## config.mk

```make
export PLATFORM = sky130hd
export DESIGN_NAME = dual_mode_timer
export DESIGN_NICKNAME = d
export VERILOG_FILES = /design/src/rtl/timer_pkg.sv /design/src/rtl/timer_tick_mux.sv /design/src/rtl/timer_counter.sv /design/src/rtl/timer_irq.sv /design/src/rtl/dual_mode_timer.sv
export SDC_FILE = /design/constraint.sdc
export NUM_CORES = 1
export LEC_CHECK = 0
export BUFFER_PORTS_ARGS = -buffer_cell sky130_fd_sc_hd__buf_2
export CAP_MARGIN = 30
export CORE_MARGIN = 2
export CORE_UTILIZATION = 48
export CTS_CLUSTER_SIZE = 20
export DETAILED_ROUTE_END_ITERATION = 6
export PLACE_DENSITY = 0.77
export SETUP_SLACK_MARGIN = 0.02
export SLEW_MARGIN = 10
export SYNTH_ARGS = -nofsm -noshare
export SYNTH_HDL_FRONTEND = slang
export SYNTH_SLANG_ARGS = --single-unit
```

## constraint.sdc

```tcl
create_clock -name clk_i -period 2.15 [get_ports clk_i]
set_input_delay 0.3225 -clock clk_i [delete_from_list [all_inputs] [get_ports clk_i]]
set_output_delay 0.3225 -clock clk_i [all_outputs]
set_load 0.005 [all_outputs]
```

## src/rtl/timer_pkg.sv

```systemverilog
package timer_pkg;
  typedef enum logic {
    MODE_FREE     = 1'b0,
    MODE_PRESCALE = 1'b1
  } tmr_mode_e;

  typedef enum logic {
    SRC_FAST = 1'b0,
    SRC_SLOW = 1'b1
  } tmr_src_e;
endpackage

```

## src/rtl/timer_tick_mux.sv

```systemverilog
module timer_tick_mux #(
  parameter bit HAS_DIV26 = 1'b1
) (
  input  logic fast_tick_i,
  input  logic slow_tick_i,
  input  logic div26_tick_i,
  input  logic tick_sel_i,
  input  logic div26_sel_i,
  input  logic standby_i,
  output logic tick_en_o
);
  import timer_pkg::*;

  logic fast_src;
  logic picked;

  generate
    if (HAS_DIV26) begin : g_div26
      assign fast_src = div26_sel_i ? div26_tick_i : fast_tick_i;
    end else begin : g_plain
      logic unused_div26;
      assign unused_div26 = div26_tick_i ^ div26_sel_i;
      assign fast_src = fast_tick_i;
    end
  endgenerate

  always_comb begin
    unique case (tmr_src_e'(tick_sel_i))
      SRC_SLOW: picked = slow_tick_i;
      default:  picked = fast_src;
    endcase
  end

  assign tick_en_o = picked & ~standby_i;
endmodule

```

## src/rtl/timer_counter.sv

```systemverilog
module timer_counter #(
  parameter int WIDTH = 16
) (
  input  logic             clk_i,
  input  logic             rst_ni,
  input  logic             load_i,
  input  logic [WIDTH-1:0] load_val_i,
  input  logic             tick_en_i,
  input  logic             mode_i,
  output logic [WIDTH-1:0] count_o,
  output logic             skip_o,
  output logic             underflow_o
);
  import timer_pkg::*;

  localparam logic [WIDTH-1:0] WRAP_VAL = {WIDTH{1'b1}};
  localparam logic [WIDTH-1:0] ONE      = WIDTH'(1);

  logic [WIDTH-1:0] cnt_q, cnt_d;
  logic [WIDTH-1:0] reload_q;
  logic             skip_q, skip_d;
  logic             at_zero;
  logic             uf;

  assign at_zero = (cnt_q == '0);
  assign uf      = ~load_i & tick_en_i & ~skip_q & at_zero;

  always_comb begin
    cnt_d  = cnt_q;
    skip_d = skip_q;
    if (load_i) begin
      cnt_d  = load_val_i;
      skip_d = 1'b1;
    end else if (tick_en_i) begin
      if (skip_q) begin
        skip_d = 1'b0;
      end else if (at_zero) begin
        cnt_d = (tmr_mode_e'(mode_i) == MODE_PRESCALE) ? reload_q : WRAP_VAL;
      end else begin
        cnt_d = cnt_q - ONE;
      end
    end
  end

  always_ff @(posedge clk_i or negedge rst_ni) begin
    if (!rst_ni) begin
      cnt_q    <= '0;
      reload_q <= '0;
      skip_q   <= 1'b0;
    end else begin
      cnt_q  <= cnt_d;
      skip_q <= skip_d;
      if (load_i) reload_q <= load_val_i;
    end
  end

  assign count_o     = cnt_q;
  assign skip_o      = skip_q;
  assign underflow_o = uf;
endmodule

```

## src/rtl/timer_irq.sv

```systemverilog
module timer_irq (
  input  logic clk_i,
  input  logic rst_ni,
  input  logic set_i,
  input  logic clr_i,
  output logic irq_o
);
  logic irq_q;

  always_ff @(posedge clk_i or negedge rst_ni) begin
    if (!rst_ni)    irq_q <= 1'b0;
    else if (set_i) irq_q <= 1'b1;  // set beats clear
    else if (clr_i) irq_q <= 1'b0;
  end

  assign irq_o = irq_q;
endmodule

```

## src/rtl/dual_mode_timer.sv

```systemverilog
module dual_mode_timer #(
  parameter int WIDTH     = 16,
  parameter bit HAS_DIV26 = 1'b1
) (
  input  logic             clk_i,
  input  logic             rst_ni,
  input  logic             wr_load_i,
  input  logic [WIDTH-1:0] wr_data_i,
  input  logic             cfg_we_i,
  input  logic             cfg_mode_i,
  input  logic             eoi_i,
  input  logic             fast_tick_i,
  input  logic             slow_tick_i,
  input  logic             div26_tick_i,
  input  logic             tick_sel_i,
  input  logic             div26_sel_i,
  input  logic             standby_i,
  output logic [WIDTH-1:0] count_o,
  output logic             mode_o,
  output logic             irq_o
);
  import timer_pkg::*;

  logic      tick_en;
  logic      skip_q;
  logic      underflow;
  tmr_mode_e mode_q;

  always_ff @(posedge clk_i or negedge rst_ni) begin
    if (!rst_ni)       mode_q <= MODE_FREE;
    else if (cfg_we_i) mode_q <= tmr_mode_e'(cfg_mode_i);
  end

  timer_tick_mux #(.HAS_DIV26(HAS_DIV26)) u_mux (
    .fast_tick_i (fast_tick_i),
    .slow_tick_i (slow_tick_i),
    .div26_tick_i(div26_tick_i),
    .tick_sel_i  (tick_sel_i),
    .div26_sel_i (div26_sel_i),
    .standby_i   (standby_i),
    .tick_en_o   (tick_en)
  );

  timer_counter #(.WIDTH(WIDTH)) u_cnt (
    .clk_i      (clk_i),
    .rst_ni     (rst_ni),
    .load_i     (wr_load_i),
    .load_val_i (wr_data_i),
    .tick_en_i  (tick_en),
    .mode_i     (mode_q),
    .count_o    (count_o),
    .skip_o     (skip_q),
    .underflow_o(underflow)
  );

  timer_irq u_irq (
    .clk_i (clk_i),
    .rst_ni(rst_ni),
    .set_i (underflow),
    .clr_i (eoi_i),
    .irq_o (irq_o)
  );

  assign mode_o = mode_q;
endmodule

```

==> out/metrics.csv <==
metric,value,unit
wl_per_cell,16.28,um
fmax,496.2,MHz
finalNonFillerCells,316,
leakagePower,1.129,nW
io_buffer_count,45,
reg2reg_depth,7,
cp-startpoint,u_cnt.count_o[0]$_DFFE_PN0P_,
slew_headroom,47.27,%
yosysMostFrequentCell,dfrtp_1,
ant_nets,0,
synthAdderAreaFrac,1.271,%
cts.sinks,35,
cts_buffers,5,
dpl_worst_slack,0.03140,ns
grt_max_degree,36,
fin_crit_sh,93.73,%
cts_root_buf,clkbuf_8,
start_util,49.56,%
synth_top_area_share,44.50,%
worstSetupStartpointType,flop,
synth_edf_count,0,
cts_hold_buf,0,
holdWs,0.1068,ns
synth_top_family_by_area,compound AO/OA/AOI/OAI gates,
slew_viol_final,0,
cp.arrival,2.19,ns
final_area,0.002539,sq mm
syn_inst,198,
cts_buffer_depth,2,
via_per_inst,5.797,
fp.coreArea,0.003971,sq mm
dr.first_iter.drc_count,146,
total_power,1.724,mW
wirelength,5143,um
hpwl,3689,um
hold_viol,0,
ios,46,
die-area,0.004629,sq mm
dp_cells,307,
tightest_slew,0.7909,ns
grt_overflow,0,
skew,0.006234,ns
die_w,68.04,um
grt_pass1_vias,1794,
yosys_warnings,0,
async_reset_ff_share,100.0,%
powerDensity,679.0,mW/mm^2
cp_max_fo,5,
yosys.area.top_type,dfrtp_1,
muxShareOfSynthArea,8.519,%
reg2reg_slack,0.13,ns
num_vias,1832,
fin_ws,0.1348,ns
ys_top_cells_by_count,"dfrtp_1 (35), o21ai_0 (16), nand2_1 (15)",
synth-compound-area-share,20.28,%
r2r_end,u_cnt.count_o[14]$_DFFE_PN0P_,
endpoint,u_cnt.count_o[14]$_DFFE_PN0P_,
synth_area,0.001968,sq mm
die_h,68.04,um
cts.clk_slew.worst_paths,0.07,ns
cts_tree,built,
clock_latency,0.29,ns
grt_antenna_before_repair,0,
drc,0,
critPathKind,flop to flop,
final_core_util,63.93,%
synthFlopType,dfrtp_1,
diodes,0,
ir_drop,0.4496,mV
first_pass_iters,4,
rsz0062_at_grt,false,
required,2.33,ns
synthSimpleGateAreaFrac,18.05,%
synth_xor_area_share,3.115,%
drv_cap,0,
setup_viol,0,
r2r-start,u_cnt.count_o[0]$_DFFE_PN0P_,
grt.total_usage,24.33,%
fin_crit,2.015,ns
worstHoldPathType,primary input to asynchronous set/reset pin,
htreeDepth,2,
tns,0,ns
nNetsFinal,295,
status,"finished, final reports clean",
synth_seq_area_share,44.50,%
final_layout_size_suffix_gt1_share,40.23,%
syn_to_final_growth,28.99,%
syn_nets,228,
synth.avg_cell_area,9.940,sq um
yosys-top-cells-area,"dfrtp_1 (45%), mux2_2 (8.0%), o21ai_0 (4.1%), nand2_1 (2.9%), nor2_1 (2.7%)",
rows,23,
dpl-instance-area,0.002394,sq mm
ys_ff_latch,35,
gp_congestion,0.8872,
cp-end-kind,flop,
ys_types,50,
grt_first_pass_wirelength,8252,um
==> where the power goes <==
part	switching [mW]	leakage (nW)	total, mW	internal, mW
combinational	0.209	0.663	0.412	0.203
clock	0.236	0.0515	0.528	0.292
sequential	0.0580	0.414	0.784	0.726
total	0.503	1.13	1.72	1.22
==> critical path, stage by stage (launching register included) <==
cell and delay, ns:
dfrtp_1 0.38, inv_1 0.10, ha_2 0.21, or3b_4 0.43
or2_2 0.31, or3_1 0.30, o21ai_0 0.07, o21ai_0 0.09
==> routing by layer <==
layer	share of wire (%)	track usage (%)	routed length, um
met5	0	0	0
met4	1.7	10.25	86
met3	5.4	6.414	279
met2	49	39.56	2496
met1	44	30.56	2280
==> layout make-up <==
class	instances	area [sq um]
Sequential cell	35	875.8
Clock buffer	8	100.1
Tap cell	50	62.56
Timing Repair Buffer	70	414.1
Multi-Input combinational cell	142	1045
Inverter	11	41.29
Fill cell	344	1433
==> flip-flops by register name, summed over array words and instances (netlist names) <==
name,count
mode_o,1
u_cnt.count_o,16
u_cnt.reload_q,16
u_irq.irq_o,1
u_cnt.skip_o,1
==> repair_timing <==
| item | 4_1_cts | 5_1_grt |
|---|---|---|
| setup buffers | 0 | 0 |
| endpoints found under the setup margin | 0 | 14 |
| resized for setup | 0 | 8 |
==> how the worst min path moves through the flow <==
stage	endpoint	slack, ns	depth (start not counted)
2_1_floorplan	mode_o$_DFFE_PN0P_	0.03	0
3_3_place_gp	u_cnt.reload_q[15]$_DFFE_PN0P_	0.45	1
6_report	u_cnt.reload_q[3]$_DFFE_PN0P_	0.11	1
5_1_grt	u_cnt.count_o[15]$_DFFE_PN0P_	0.17	1
3_5_place_dp	u_cnt.count_o[15]$_DFFE_PN0P_	0.45	1
4_1_cts	u_cnt.count_o[15]$_DFFE_PN0P_	0.14	1
==> cell families after synthesis <==
logic type,count (synthesis)
XOR/XNOR,7
buffers and inverters,21
flip-flops,35
adder cells (fa/ha/maj),2
AND/OR/NAND/NOR,62
AO/OA/AOI/OAI,56
multiplexers,15
==> cells in the final DEF, fill, tap and decap left out, types with 3 or more instances in the layout <==
master and instances:
buf_2 46, dfrtp_1 35, buf_4 23, o21ai_0 16
nand2_1 15, nor2_1 14, mux2_2 14, inv_1 10
nand3_1 7, clkbuf_8 7, a21oi_1 6, nor3_1 5
xnor2_1 4, a221o_1 4, a22oi_1 4, o311ai_1 3
nor4_4 3, o211ai_1 3, xor2_1 3, a211oi_1 3
a31oi_1 3
(Power assumes the default switching activity.)
